**config.mk**
```make
export PLATFORM = sky130hd
export DESIGN_NAME = sdram_init_seq
export DESIGN_NICKNAME = d
export VERILOG_FILES = /design/src/rtl/sdram_seq_pkg.sv /design/src/rtl/sdram_seq_timer.sv /design/src/rtl/sdram_seq_refresh.sv /design/src/rtl/sdram_seq_cfg.sv /design/src/rtl/sdram_init_seq.sv
export SDC_FILE = /design/constraint.sdc
export NUM_CORES = 1
export LEC_CHECK = 0
export BUFFER_PORTS_ARGS = -buffer_cell sky130_fd_sc_hd__buf_2
export CAP_MARGIN = 40
export CORE_MARGIN = 8
export CORE_UTILIZATION = 45
export DETAILED_ROUTE_END_ITERATION = 8
export HOLD_SLACK_MARGIN = 0.12
export PLACE_DENSITY = 0.67
export SKIP_CTS_REPAIR_TIMING = 1
export SLEW_MARGIN = 20
export SYNTH_ARGS = -nofsm -noshare
export SYNTH_HDL_FRONTEND = slang
export SYNTH_SLANG_ARGS = --single-unit
export TNS_END_PERCENT = 1
```
**constraint.sdc**
```tcl
create_clock -name clk -period 1.7 [get_ports clk]
set_input_delay 0.17 -clock clk [delete_from_list [all_inputs] [get_ports clk]]
set_output_delay 0.17 -clock clk [all_outputs]
set_load 0.02 [all_outputs]
```
**src/rtl/sdram_seq_pkg.sv**
```systemverilog
package sdram_seq_pkg;

    // Pin order {cs_n, ras_n, cas_n, we_n}
    typedef enum logic [3:0] {
        CMD_LMR  = 4'b0000,
        CMD_AREF = 4'b0001,
        CMD_PALL = 4'b0010,
        CMD_NOP  = 4'b0111
    } cmd_e;

    typedef enum logic [2:0] {
        SEL_INIT_CFG = 3'd0,
        SEL_INIT_GO  = 3'd1,
        SEL_MODE     = 3'd2,
        SEL_REF_CFG  = 3'd3,
        SEL_REF_EN   = 3'd4
    } reg_sel_e;

    typedef enum logic [2:0] {
        ST_IDLE,
        ST_INIT_PRE,
        ST_INIT_WAIT,
        ST_MRS,
        ST_MRS_WAIT,
        ST_REF_WAIT
    } seq_state_e;

    // Field order is the device's decode order, MSB first
    typedef struct packed {
        logic       wr_burst;
        logic [1:0] op_mode;
        logic [2:0] cas_lat;
        logic       burst_type;
        logic [2:0] burst_len;
    } mode_word_t;

    localparam int MODE_W      = $bits(mode_word_t);
    localparam int AP_BIT      = 10;
    localparam int TRFC_LSB    = 16;
    localparam int INIT_OFFSET = 3;

endpackage

```
**src/rtl/sdram_seq_timer.sv**
```systemverilog
module sdram_seq_timer #(
    parameter int W = 9
) (
    input  logic         clk,
    input  logic         rst,
    input  logic         load,
    input  logic [W-1:0] load_val,
    output logic         done
);
    logic [W-1:0] cnt_q;

    always_ff @(posedge clk) begin
        if (rst) begin
            cnt_q <= '0;
        end else if (load) begin
            cnt_q <= load_val;
        end else if (cnt_q != '0) begin
            cnt_q <= cnt_q - 1'b1;
        end
    end

    assign done = (cnt_q == '0);
endmodule

```
**src/rtl/sdram_seq_refresh.sv**
```systemverilog
module sdram_seq_refresh #(
    parameter int IVL_W = 12
) (
    input  logic             clk,
    input  logic             rst,
    input  logic             en,
    input  logic             load,
    input  logic [IVL_W-1:0] ivl,
    input  logic             take,
    output logic             pend
);
    logic [IVL_W-1:0] cnt_q;
    logic             pend_q;
    logic             due;

    assign due = (cnt_q == '0);

    always_ff @(posedge clk) begin
        if (rst) begin
            cnt_q  <= '0;
            pend_q <= 1'b0;
        end else if (load) begin
            cnt_q  <= ivl;
            pend_q <= 1'b0;
        end else if (!en) begin
            pend_q <= 1'b0;
        end else begin
            cnt_q  <= due ? ivl : cnt_q - 1'b1;
            pend_q <= (pend_q & ~take) | due;
        end
    end

    assign pend = pend_q;
endmodule

```
**src/rtl/sdram_seq_cfg.sv**
```systemverilog
module sdram_seq_cfg
    import sdram_seq_pkg::*;
#(
    parameter int DATA_W = 32,
    parameter int WAIT_W = 8,
    parameter int CNT_W  = 4,
    parameter int IVL_W  = 12
) (
    input  logic              clk,
    input  logic              rst,
    input  logic              we,
    input  logic [2:0]        sel,
    input  logic [DATA_W-1:0] wdata,
    input  logic              idle,
    output logic [WAIT_W-1:0] pre_m3,
    output logic [WAIT_W-1:0] rfc_m3,
    output logic [CNT_W-1:0]  ref_cnt,
    output mode_word_t        mode,
    output logic [IVL_W-1:0]  ivl_m1,
    output logic [WAIT_W-1:0] trfc_m1,
    output logic              ref_en,
    output logic              init_go,
    output logic              mode_go,
    output logic              en_load
);
    localparam int RFC_LSB = WAIT_W;
    localparam int CNT_LSB = 2 * WAIT_W;

    logic wr_ok;
    logic unused_wdata;

    assign unused_wdata = &{1'b0, wdata};
    assign wr_ok   = we && idle;
    assign init_go = wr_ok && (sel == SEL_INIT_GO) && wdata[0];
    assign mode_go = wr_ok && (sel == SEL_MODE);
    assign en_load = we && (sel == SEL_REF_EN) && wdata[0];

    always_ff @(posedge clk) begin
        if (rst) begin
            pre_m3  <= '0;
            rfc_m3  <= '0;
            ref_cnt <= CNT_W'(2);
            mode    <= '0;
            ivl_m1  <= '0;
            trfc_m1 <= '0;
            ref_en  <= 1'b0;
        end else begin
            if (wr_ok && sel == SEL_INIT_CFG) begin
                pre_m3  <= wdata[WAIT_W-1:0];
                rfc_m3  <= wdata[RFC_LSB +: WAIT_W];
                ref_cnt <= wdata[CNT_LSB +: CNT_W];
            end
            if (mode_go) begin
                mode <= mode_word_t'(wdata[MODE_W-1:0]);
            end
            if (wr_ok && sel == SEL_REF_CFG) begin
                ivl_m1  <= wdata[IVL_W-1:0];
                trfc_m1 <= wdata[TRFC_LSB +: WAIT_W];
            end
            if (we && sel == SEL_REF_EN) begin
                ref_en <= wdata[0];
            end
        end
    end
endmodule

```
**src/rtl/sdram_init_seq.sv**
```systemverilog
module sdram_init_seq
    import sdram_seq_pkg::*;
#(
    parameter int DATA_W = 32,
    parameter int ADDR_W = 13,
    parameter int BA_W   = 2,
    parameter int WAIT_W = 8,
    parameter int CNT_W  = 4,
    parameter int IVL_W  = 12,
    parameter int TMRD   = 2
) (
    input  logic              clk,
    input  logic              rst,
    input  logic              cfg_we,
    input  logic [2:0]        cfg_sel,
    input  logic [DATA_W-1:0] cfg_wdata,
    output logic              cs_n,
    output logic              ras_n,
    output logic              cas_n,
    output logic              we_n,
    output logic [ADDR_W-1:0] addr,
    output logic [BA_W-1:0]   ba,
    output logic              init_busy,
    output logic              mode_busy,
    output logic              ref_busy
);
    localparam int TMR_W = WAIT_W + 1;

    seq_state_e        state_q, state_d;
    cmd_e              cmd_q, cmd_d;
    logic [ADDR_W-1:0] addr_q, addr_d;
    logic [CNT_W-1:0]  refs_q, refs_d;
    logic              tmr_load, tmr_done;
    logic [TMR_W-1:0]  tmr_val;
    logic              ref_take, ref_pend;
    logic              idle;

    logic [WAIT_W-1:0] pre_m3, rfc_m3, trfc_m1;
    logic [CNT_W-1:0]  ref_cnt;
    logic [IVL_W-1:0]  ivl_m1;
    mode_word_t        mode;
    logic              ref_en, init_go, mode_go, en_load;

    assign idle = (state_q == ST_IDLE);

    sdram_seq_cfg #(
        .DATA_W(DATA_W), .WAIT_W(WAIT_W), .CNT_W(CNT_W), .IVL_W(IVL_W)
    ) u_cfg (
        .clk(clk), .rst(rst), .we(cfg_we), .sel(cfg_sel), .wdata(cfg_wdata),
        .idle(idle), .pre_m3(pre_m3), .rfc_m3(rfc_m3), .ref_cnt(ref_cnt),
        .mode(mode), .ivl_m1(ivl_m1), .trfc_m1(trfc_m1), .ref_en(ref_en),
        .init_go(init_go), .mode_go(mode_go), .en_load(en_load)
    );

    sdram_seq_timer #(.W(TMR_W)) u_tmr (
        .clk(clk), .rst(rst), .load(tmr_load), .load_val(tmr_val),
        .done(tmr_done)
    );

    sdram_seq_refresh #(.IVL_W(IVL_W)) u_ref (
        .clk(clk), .rst(rst), .en(ref_en), .load(en_load), .ivl(ivl_m1),
        .take(ref_take), .pend(ref_pend)
    );

    // Waits load "cycles - 1"; init fields are stored as cycles - 3
    always_comb begin
        state_d  = state_q;
        refs_d   = refs_q;
        cmd_d    = CMD_NOP;
        addr_d   = '0;
        tmr_load = 1'b0;
        tmr_val  = '0;
        ref_take = 1'b0;
        unique case (state_q)
            ST_IDLE: begin
                if (init_go) begin
                    state_d = ST_INIT_PRE;
                    refs_d  = ref_cnt;
                end else if (mode_go) begin
                    state_d = ST_MRS;
                end else if (ref_pend && ref_en) begin
                    cmd_d    = CMD_AREF;
                    tmr_load = 1'b1;
                    tmr_val  = TMR_W'(trfc_m1);
                    ref_take = 1'b1;
                    state_d  = ST_REF_WAIT;
                end
            end
            ST_INIT_PRE: begin
                cmd_d          = CMD_PALL;
                addr_d[AP_BIT] = 1'b1;
                tmr_load       = 1'b1;
                tmr_val        = TMR_W'(pre_m3) + TMR_W'(INIT_OFFSET - 1);
                state_d        = ST_INIT_WAIT;
            end
            ST_INIT_WAIT: begin
                if (tmr_done) begin
                    if (refs_q != '0) begin
                        cmd_d    = CMD_AREF;
                        tmr_load = 1'b1;
                        tmr_val  = TMR_W'(rfc_m3) + TMR_W'(INIT_OFFSET - 1);
                        refs_d   = refs_q - 1'b1;
                    end else begin
                        state_d = ST_IDLE;
                    end
                end
            end
            ST_MRS: begin
                cmd_d               = CMD_LMR;
                addr_d[MODE_W-1:0]  = mode;
                tmr_load            = 1'b1;
                tmr_val             = TMR_W'(TMRD - 1);
                state_d             = ST_MRS_WAIT;
            end
            ST_MRS_WAIT, ST_REF_WAIT: begin
                if (tmr_done) state_d = ST_IDLE;
            end
            default: state_d = ST_IDLE;
        endcase
    end

    always_ff @(posedge clk) begin
        if (rst) begin
            state_q <= ST_IDLE;
            refs_q  <= '0;
            cmd_q   <= CMD_NOP;
            addr_q  <= '0;
        end else begin
            state_q <= state_d;
            refs_q  <= refs_d;
            cmd_q   <= cmd_d;
            addr_q  <= addr_d;
        end
    end

    assign {cs_n, ras_n, cas_n, we_n} = cmd_q;
    assign addr      = addr_q;
    assign ba        = '0;
    assign init_busy = (state_q == ST_INIT_PRE) || (state_q == ST_INIT_WAIT);
    assign mode_busy = (state_q == ST_MRS) || (state_q == ST_MRS_WAIT);
    assign ref_busy  = (state_q == ST_REF_WAIT);
endmodule

```
==> results of run 1 <==
==> kinds of logic (layout without fill, tap and decap cells) <==
family / after synthesis / after routing / share of synthesized area (%)
AND/OR/NAND/NOR: 253 / 253 / 28.0
AO/OA/AOI/OAI: 139 / 139 / 18.7
flip-flops: 94 / 94 / 42.7
buffers and inverters: 50 / 164 / 5.11
XOR/XNOR: 15 / 15 / 2.98
adder cells (fa/ha/maj): 6 / 6 / 1.70
multiplexers: 3 / 3 / 0.681
other: 1 / 5 / 0.0850
==> area by class of cell <==
cell class	instances	share of cell area (%)
Multi-Input combinational cell	421	42.6
Sequential cell	94	32.6
Timing Repair Buffer	137	18.0
Tap cell	133	2.86
Clock buffer	9	2.13
Clock inverter	7	1.12
Inverter	11	0.753
==> metal layers <==
| layer | track usage [%] | wire length [µm] |
|---|---|---|
| met5 | 0 | 0 |
| met1 | 24.3 | 5920 |
| met3 | 3.10 | 581 |
| met4 | 7.09 | 248 |
| met2 | 29.1 | 5820 |
==> critical path, delay by kind of cell (launching register included) <==
kind | cells | cell delay, ns
adder cells (fa/ha/maj) | 1 | 0.11
AND/OR/NAND/NOR | 3 | 0.80
AO/OA/AOI/OAI | 2 | 0.23
buffers and inverters | 3 | 0.33
flip-flops | 1 | 0.38
==> synthesized netlist by cell type, types with 3 or more instances <==
cell,count
a32oi_1,3
o21ai_0,19
a31oi_1,8
nand3_1,16
nand3b_1,6
nand4b_1,3
mux2i_1,3
o22ai_1,7
o211ai_1,3
and3_1,5
clkbuf_1,29
or4_1,3
o21ai_1,5
a21oi_1,67
xor2_1,7
dfxtp_1,94
xnor2_1,8
or3b_2,3
nor2b_1,4
nand2_1,128
nor3b_1,4
nand2b_1,6
buf_2,3
o31ai_1,3
or2_2,4
buf_4,5
ha_1,6
inv_1,11
nor3_1,11
and2_1,13
nor4_1,7
o21a_1,3
a22oi_1,3
nor2_1,27
==> worst max-delay path by stage <==
stage	startpoint	endpoint
floorplan	u_ref.cnt_q[5]	u_ref.cnt_q[8]
global placement	u_ref.cnt_q[7]	u_ref.cnt_q[7]
detailed placement	u_ref.cnt_q[0]	u_ref.cnt_q[4]
CTS	u_ref.cnt_q[0]	u_ref.cnt_q[4]
global route	u_ref.cnt_q[0]	u_ref.cnt_q[6]
finish	u_ref.cnt_q[0]	u_ref.cnt_q[4]
==> state kept, by name, summed over array words and instances, names as in the netlist <==
| signal | count |
|---|---|
| addr | 11 |
| cmd_q | 3 |
| refs_q | 4 |
| state_q | 3 |
| u_cfg.ivl_m1 | 12 |
| u_cfg.mode | 10 |
| u_cfg.pre_m3 | 8 |
| u_cfg.ref_cnt | 4 |
| u_cfg.ref_en | 1 |
| u_cfg.rfc_m3 | 8 |
| u_cfg.trfc_m1 | 8 |
| u_ref.cnt_q | 12 |
| u_ref.pend | 1 |
| u_tmr.cnt_q | 9 |
==> power by group through the flow <==
stage	combinational, µW	clock, µW	sequential (µW)
2_1_floorplan	912	0	2490
3_3_place_gp	1540	0	2460
3_5_place_dp	1560	0	2470
4_1_cts	1570	1480	2420
5_1_grt	1900	1550	2440
6_report	1730	1430	2430
==> cells in the final DEF (no fill, tap or decap), types with 5 or more instances in the layout <==
cell type	synthesis	routed
nand2_1	128	128
dfxtp_1	94	88
a21oi_1	67	65
buf_4	5	59
buf_2	3	45
nor2_1	27	24
dlygate4sd3_1	0	24
nand3_1	16	14
and2_1	13	13
o21ai_0	19	13
o21ai_1	5	10
nor3_1	11	9
clkbuf_8	0	9
a31oi_1	8	8
xnor2_1	8	8
inv_1	11	7
xor2_1	7	7
nand3b_1	6	6
o22ai_1	7	6
and3_1	5	5
nor4_1	7	5
conb_1	1	5
buf_6	2	5
==> per-stage QoR <==
| stage | instances | area (µm²) | util [%] |
|---|---|---|---|
| after floorplan | 565 | 4430 | - |
| after global placement | 771 | 5190 | 53.9 |
| after detailed placement | 771 | 5190 | 53.9 |
| after CTS | 787 | 5380 | 55.8 |
| after global routing | 812 | 5810 | 60.3 |
| final | 812 | 5810 | 60.3 |
==> qor.csv, run 1 <==
metric,value,unit
status,"complete, but fails checks",
failing checks,setup timing,
Pleak,0.00220,µW
hold_sp,cfg_we,
r2r worst-path depth,9,
vias in the first global route,3884,
CTS tree,built,
antenna violations before repair,0,
fillcell total,890,
"area leader, netlist",dfxtp_1,
CP most frequent cell,buf_6,
gr ovfl total,0,
part of the power in registers,43.4,%
r2r startpoint,u_ref.cnt_q[0],
Max-Cap Viols,0,
sw frac,32.6,%
Post-synth EDFFs,0,
critical setup path kind,flop to flop,
RR Endpoint,u_ref.cnt_q[4],
Combinational Power Share,31.0,%
Final Hold Fails,0,
VDD IR max,0.660,mV
setup TNS,-2.47,ns
Layout Skew,0.0124,ns
"critical path, cell by cell","inv_4, ha_4, or4b_4, nor3_4, buf_6, buf_6, nor4_2, a21oi_1, o32ai_1",
Min Hold Slack,0.143,ns
worst setup margin,-0.256,ns
Synth top area share,42.7,%
clk sink count,94,
Worst Hold Class,input pin to flop,
RSZ-0062 raised after global routing,true,
Slowest cell on crit path,or4b_4,
Synth Register Bits,94,
synth top area cells,"dfxtp_1 43%, nand2_1 11%, a21oi_1 7.6%, clkbuf_1 2.5%, nor2_1 2.3%",
CP max stage delay,0.47,ns
Placer Congestion,0.865,
setup violators final,18,
total wire length,12.6,mm
"Seq/Total Area, Yosys",42.7,%
Slew Limit Fails,0,
switching power,1820,µW
post-route total power,5590,µW
fin crit share,115,%
I/O Pins,60,
Clock Latency Late Sink,0.37,ns
Die Width,115,µm
power per cell area,962,nW/µm²
"Max FO, Critical Path",6,
# H-tree levels,3,
GR Util All Layers,18.3,%
clock slew at reported path FFs,0.11,ns
DP HPWL,8.76,mm
height of the die,115,µm
Crit path required time,1.96,ns
Max Buffers Root-to-Sink,2,
largest net degree at the start of global routing,89,
drc violations,0,
ys flop type,dfxtp_1,
Setup WS pre-CTS,-0.227,ns
Worst-Margin Slew,0.517,ns
hold path depth,3,
Avg WL per Cell,15.5,µm
register area,1890,µm²
Num CTS Buffers,9,
CP Launch Type,flop,
PortBufs,46,
f_max,511,MHz
post-layout min period,1.96,ns
Int Pwr,3770,µW
Area Overhead vs Synth,31.8,%
synthesized area,4410,µm²
Starting Density,45.7,%
R2R Setup Slk,-0.26,ns
n_diodes,0,
Ys Warns,0,
drt initial violations,254,
Clk pwr share,25.6,%
Worst Hold Path EP,u_cfg.ref_en,
Slew HR,65.5,%
Core Region,9640,µm²
row count,36,
synth unique cells,62,
die area,13200,µm²
drt pass-1 iters,5,
Worst setup EP type,flop,
Critical Path AT,2.22,ns
vias,4342,
Antenna Nets Post-Route,0,
multi-input logic area,2470,µm²
CTS Root Cell,clkbuf_8,
syn_area_per_cell,7.86,µm²
first-pass GRT wire length,19.3,mm
ys async rst share,0,%
Cells after Synth,561,
Via-to-Cell Ratio,5.35,
Nets,718,
layout cells sized above 1,26.2,%
Note: power is estimated with default switching activity, not from simulation.
==> run 2: changes to the inputs <==
--- a/config.mk
+++ b/config.mk
@@ -7,11 +7,15 @@
 export LEC_CHECK = 0
 export BUFFER_PORTS_ARGS = -buffer_cell sky130_fd_sc_hd__buf_2
 export CAP_MARGIN = 40
+export CELL_PAD_IN_SITES_DETAIL_PLACEMENT = 0
+export CELL_PAD_IN_SITES_GLOBAL_PLACEMENT = 1
 export CORE_MARGIN = 8
-export CORE_UTILIZATION = 45
+export CORE_UTILIZATION = 40
+export CTS_BUF_LIST = sky130_fd_sc_hd__clkbuf_4 sky130_fd_sc_hd__clkbuf_8
 export DETAILED_ROUTE_END_ITERATION = 8
+export GPL_TIMING_DRIVEN = 0
 export HOLD_SLACK_MARGIN = 0.12
-export PLACE_DENSITY = 0.67
+export PLACE_DENSITY_LB_ADDON = 0.1
 export SKIP_CTS_REPAIR_TIMING = 1
 export SLEW_MARGIN = 20
 export SYNTH_ARGS = -nofsm -noshare
==> run 2 against run 1 <==
  * The run still ends with setup timing left
  * Clock power is 10% higher
  * Setup slack lost 0.023 ns
  * Critical path depth is 1 lower
  * Sequential power is 2% higher
  * Sequential cell count is the same
  * Non-clock buffer count shrank 25
  * Global-route usage is 0.27 points lower
  * Maximum frequency down 1.2%
  * Clock skew down 0.0062 ns
  * Worst hold slack worse by 0.026 ns
  * Wire length up 5.9%
  * Critical endpoint is now u_ref.cnt_q[3]
  * Largest cell class unchanged
==> qor.csv, run 2 (same netlist as run 1, synthesis figures left out) <==
metric,value,unit,change
fin crit share,116,%,was 115%
vias in the first global route,3831,,was 3884
layout cells sized above 1,19.6,%,was 26.2%
Via-to-Cell Ratio,5.30,,was 5.35
CTS Root Cell,clkbuf_8,,unchanged
gr ovfl total,0,,unchanged
antenna violations before repair,0,,unchanged
switching power,1750,µW,was 1820 µW
Slew HR,47.5,%,was 65.5%
"commonest non-fill, non-tap cell in the layout",nand2_1,,unchanged
most frequent cells in the layout,"128 x nand2_1, 88 x dfxtp_1, 64 x a21oi_1",,"was 128 x nand2_1, 88 x dfxtp_1, 65 x a21oi_1"
setup violators final,28,,was 18
Area Overhead vs Synth,23.8,%,was 31.8%
Slowest cell on crit path,or4b_4,,unchanged
Combinational Power Share,25.0,%,was 31.0%
part of the power in registers,45.9,%,was 43.4%
failing checks,setup timing,,unchanged
Int Pwr,3670,µW,was 3770 µW
drt initial violations,285,,was 254
Layout Skew,0.00626,ns,was 0.0124 ns
CP Launch Type,flop,,unchanged
die area,14600,µm²,was 13200 µm²
PortBufs,45,,was 46
Antenna Nets Post-Route,0,,unchanged
Pleak,0.00198,µW,was 0.00220 µW
DP HPWL,9.74,mm,was 8.76 mm
status,"complete, but fails checks",,unchanged
clock slew at reported path FFs,0.10,ns,was 0.11 ns
Max-Cap Viols,0,,unchanged
Critical Path AT,2.25,ns,was 2.22 ns
"Max FO, Critical Path",6,,unchanged
worst setup margin,-0.279,ns,was -0.256 ns
sw frac,32.4,%,was 32.6%
Placer Congestion,0.849,,was 0.865
row count,38,,was 36
n_diodes,0,,unchanged
largest net degree at the start of global routing,17,,was 89
Nets,693,,was 718
first-pass GRT wire length,20.7,mm,was 19.3 mm
total wire length,13.3,mm,was 12.6 mm
RSZ-0062 raised after global routing,true,,unchanged
CTS tree,built,,unchanged
power per cell area,993,nW/µm²,was 962 nW/µm²
Setup WS pre-CTS,-0.603,ns,was -0.227 ns
Die Width,121,µm,was 115 µm
CP max stage delay,0.49,ns,was 0.47 ns
hold path depth,3,,unchanged
Final Hold Fails,0,,unchanged
Core Region,10800,µm²,was 9640 µm²
Worst Hold Class,input pin to flop,,unchanged
Slew Limit Fails,0,,unchanged
height of the die,121,µm,was 115 µm
Clk pwr share,29.1,%,was 25.6%
GR Util All Layers,18.1,%,was 18.3%
drt pass-1 iters,5,,unchanged
Avg WL per Cell,16.8,µm,was 15.5 µm
VDD IR max,0.424,mV,was 0.660 mV
post-route total power,5420,µW,was 5590 µW
Worst-Margin Slew,0.788,ns,was 0.517 ns
vias,4208,,was 4342
Crit path required time,1.97,ns,was 1.96 ns
"critical path, cell by cell","inv_2, ha_1, or4b_4, nor3_4, buf_6, o21ai_0, a31oi_1, o21ai_1",,"was inv_4, ha_4, or4b_4, nor3_4, buf_6, buf_6, nor4_2, a21oi_1, o32ai_1"
f_max,505,MHz,was 511 MHz
r2r worst-path depth,8,,was 9
post-layout min period,1.98,ns,was 1.96 ns
# H-tree levels,3,,unchanged
Num CTS Buffers,9,,unchanged
Worst setup EP type,flop,,unchanged
Clock Latency Late Sink,0.37,ns,about the same
critical setup path kind,flop to flop,,unchanged
I/O Pins,60,,unchanged
Starting Density,40.9,%,was 45.7%
clk sink count,94,,unchanged
Max Buffers Root-to-Sink,2,,unchanged
drc violations,0,,unchanged
run 2: changes by cell type in the layout (fill, tap and decap cells not counted), moves of 4 or more:
cell,previous run,this run
buf_12,4,0
buf_4,59,14
clkbuf_1,0,18
o21ai_0,13,18
o21ai_1,10,6
run 2: worst max-delay path: cells and delay by family (launching register included):
family | cells | cell delay [ns]
buffers and inverters | 2 | 0.24
adder cells (fa/ha/maj) | 1 | 0.13
AND/OR/NAND/NOR | 2 | 0.80
flip-flops | 1 | 0.35
AO/OA/AOI/OAI | 3 | 0.35
run 2: cell type report:
| cell class | count | area (µm²) |
|---|---|---|
| flip-flops and latches | 94 | 1890 |
| well taps | 140 | 175 |
| clock buffers | 10 | 138 |
| clock inverters | 6 | 70.1 |
| inverters | 11 | 41.3 |
| fillers | 1081 | 5340 |
| plain buffers | 38 | 214 |
| multi-input cells | 421 | 2420 |
| repair buffers | 74 | 507 |
run 2: power by group through the flow:
stage	clock [µW]	sequential, µW	combinational, µW
finish	1580	2490	1360
global route	1700	2510	1490
CTS	1620	2470	1220
detailed placement	0	2520	1210
global placement	0	2510	1190
floorplan	0	2490	912
run 2: through the flow:
stage | hold slack (ns) | utilization (%) | TNS (ns) | cell area, µm² | instances
floorplan | 0.294 | - | -1.76 | 4430 | 565
global placement | 0.410 | 44.8 | -28.43 | 4830 | 750
detailed placement | 0.417 | 44.8 | -30.17 | 4830 | 750
CTS | 0.0217 | 46.7 | -33.73 | 5040 | 766
global route | 0.125 | 50.6 | -7.79 | 5460 | 794
finish | 0.117 | 50.6 | -4.55 | 5460 | 794
run 2: path summary, 6_finish.rpt:
kind / from / to / slack [ns]
hold reg to reg: u_cfg.mode[8] / u_cfg.mode[8] / 0.45
setup reg to reg: u_ref.cnt_q[0] / u_ref.cnt_q[3] / -0.28
hold / removal: cfg_wdata[0] / u_cfg.ivl_m1[0] / 0.12
setup / recovery: u_ref.cnt_q[0] / u_ref.cnt_q[3] / -0.28
run 2: routing by layer:
| metal | part of all wire, % | up-vias | GRT usage, % |
|---|---|---|---|
| met5 | 0 | - | 0 |
| met4 | 1.3 | 0 | 4.76 |
| met3 | 5.0 | 10 | 3.40 |
| met2 | 43 | 108 | 26.6 |
| met1 | 51 | 1972 | 26.2 |
| li1 | - | 2118 | - |
==> run 3: changes to the inputs <==
--- a/config.mk
+++ b/config.mk
@@ -5,14 +5,14 @@
 export SDC_FILE = /design/constraint.sdc
 export NUM_CORES = 1
 export LEC_CHECK = 0
-export BUFFER_PORTS_ARGS = -buffer_cell sky130_fd_sc_hd__buf_2
 export CAP_MARGIN = 40
 export CELL_PAD_IN_SITES_DETAIL_PLACEMENT = 0
 export CELL_PAD_IN_SITES_GLOBAL_PLACEMENT = 1
 export CORE_MARGIN = 8
-export CORE_UTILIZATION = 40
+export CORE_UTILIZATION = 44
 export CTS_BUF_LIST = sky130_fd_sc_hd__clkbuf_4 sky130_fd_sc_hd__clkbuf_8
 export DETAILED_ROUTE_END_ITERATION = 8
+export DONT_BUFFER_PORTS = 1
 export GPL_TIMING_DRIVEN = 0
 export HOLD_SLACK_MARGIN = 0.12
 export PLACE_DENSITY_LB_ADDON = 0.1
==> run 3 against run 2 <==
  * The run still ends with setup timing left
  * Maximum frequency is 1.5% lower
  * Setup slack got worse by 0.031 ns
  * Non-clock buffer count decreased by 40
  * Sequential cell count unchanged
  * Cell count shrank 6.0%
  * Worst hold slack better by 0.13 ns
  * Die area shrank 7.9%
  * Sequential share of layout area increased by 1.1 points
  * Count of clock-buffer cells in the layout fell by 1
  * Critical path type unchanged
==> qor.csv, run 3 (same netlist as run 1, synthesis figures left out) <==
metric,value,unit,change
status,"complete, but fails checks",,unchanged
failing checks,setup timing,,unchanged
Num CTS Buffers,9,,unchanged
Antenna Nets Post-Route,0,,unchanged
drt initial violations,251,,was 285
Setup WS pre-CTS,-0.667,ns,was -0.603 ns
clk sink count,94,,unchanged
Crit path required time,2.01,ns,was 1.97 ns
power per cell area,991,nW/µm²,was 993 nW/µm²
Final Hold Fails,0,,unchanged
GR Util All Layers,18.9,%,was 18.1%
Placer Congestion,0.884,,was 0.849
Core Region,9770,µm²,was 10800 µm²
total wire length,13.0,mm,was 13.3 mm
VDD IR max,0.428,mV,was 0.424 mV
"Max FO, Critical Path",7,,was 6
die area,13500,µm²,was 14600 µm²
row count,36,,was 38
placed cells,698,,was 750
post-layout min period,2.01,ns,was 1.98 ns
setup violators final,37,,was 28
Pleak,0.00180,µW,was 0.00198 µW
non-filler instance count after layout,746,,was 794
critical setup path kind,flop to flop,,unchanged
PortBufs,0,,was 45
Slew HR,46.8,%,was 47.5%
clock slew at reported path FFs,0.10,ns,about the same
M1 GR Usage,25.7,%,was 26.2%
drt pass-1 iters,5,,unchanged
CTS Root Cell,clkbuf_8,,unchanged
M2 GR Usage,28.5,%,was 26.6%
layer with the highest usage,met2,,unchanged
first-pass GRT wire length,19.6,mm,was 20.7 mm
height of the die,116,µm,was 121 µm
Nets,653,,was 693
r2r worst-path depth,8,,unchanged
Max Buffers Root-to-Sink,2,,unchanged
hold path depth,4,,was 3
largest net degree at the start of global routing,17,,unchanged
Slew Limit Fails,0,,unchanged
Worst Hold Class,input pin to flop,,unchanged
Via-to-Cell Ratio,5.40,,was 5.30
layout cells sized above 1,14.5,%,was 19.6%
Starting Density,45.1,%,was 40.9%
GR Util met3,4.45,%,was 3.40%
Clock Latency Late Sink,0.37,ns,about the same
Critical Path AT,2.32,ns,was 2.25 ns
CP Launch Type,flop,,unchanged
vias in the first global route,3597,,was 3831
gr ovfl total,0,,unchanged
"commonest non-fill, non-tap cell in the layout",nand2_1,,unchanged
vias,4025,,was 4208
Layout Skew,0.0101,ns,was 0.00626 ns
R2R Setup Slk,-0.31,ns,was -0.28 ns
CTS tree,built,,unchanged
Max-Cap Viols,0,,unchanged
f_max,498,MHz,was 505 MHz
Worst-Margin Slew,0.797,ns,was 0.788 ns
worst setup margin,-0.310,ns,was -0.279 ns
Die Width,116,µm,was 121 µm
Worst setup EP type,flop,,unchanged
# H-tree levels,3,,unchanged
antenna violations before repair,0,,unchanged
drc violations,0,,unchanged
fin crit share,118,%,was 116%
RSZ-0062 raised after global routing,true,,unchanged
Avg WL per Cell,17.4,µm,was 16.8 µm
most frequent cells in the layout,"127 x nand2_1, 86 x dfxtp_1, 64 x a21oi_1",,"was 128 x nand2_1, 88 x dfxtp_1, 64 x a21oi_1"
I/O Pins,60,,unchanged
DP HPWL,9.28,mm,was 9.74 mm
Area Overhead vs Synth,19.8,%,was 23.8%
n_diodes,0,,unchanged
-- run 3: final timing paths --
kind,from,end
max,u_ref.cnt_q[0],u_ref.cnt_q[9]
min,cfg_wdata[0],refs_q[3]
max reg2reg,u_ref.cnt_q[0],u_ref.cnt_q[9]
min reg2reg,u_cfg.mode[9],u_cfg.mode[9]
-- run 3: stage by stage --
| stage | TNS [ns] | power (µW) | area, µm² | utilization [%] | hold WS [ns] |
|---|---|---|---|---|---|
| after global placement | -29.94 | 3640 | 4600 | 47.1 | 0.305 |
| after global routing | -12.77 | 5510 | 5280 | 54.1 | 0.259 |
| after CTS | -36.79 | 5000 | 4770 | 48.8 | -0.0961 |
| after floorplan | -1.76 | 3400 | 4430 | - | 0.294 |
| final | -5.62 | 5240 | 5280 | 54.1 | 0.244 |
| after detailed placement | -33.56 | 3650 | 4600 | 47.1 | 0.311 |
-- run 3: critical path: stages (launching register included) --
cell and delay [ns]:
dfxtp_2 0.34, inv_2 0.07, ha_4 0.13, or4b_4 0.48, nor3_4 0.36, or2_1 0.18
buf_6 0.14, nand3_1 0.09, a31oi_1 0.17
-- run 3: final cells by class --
class                   count  area [µm²]
plain buffers              38         218
well taps                 133         166
clock buffers               9         124
inverters                  11        41.3
clock inverters             6        46.3
fillers                   967        4490
flip-flops and latches     94        1890
repair buffers             34         324
multi-input cells         421        2470
-- run 3: where the power goes --
| part | internal (µW) | leakage [µW] | total, µW | switching (µW) |
|---|---|---|---|---|
| registers | 2340 | 0.000765 | 2510 | 172 |
| logic | 628 | 0.000955 | 1360 | 727 |
| clock network | 534 | 0.0000821 | 1370 | 838 |
| total | 3500 | 0.00180 | 5240 | 1740 |
-- run 3: layer usage --
metal  part of all wire, %  routed length [µm]
met4                   1.4                 175
met2                    44                5750
met1                    48                6220
met3                   6.2                 803
met5                     0                   0
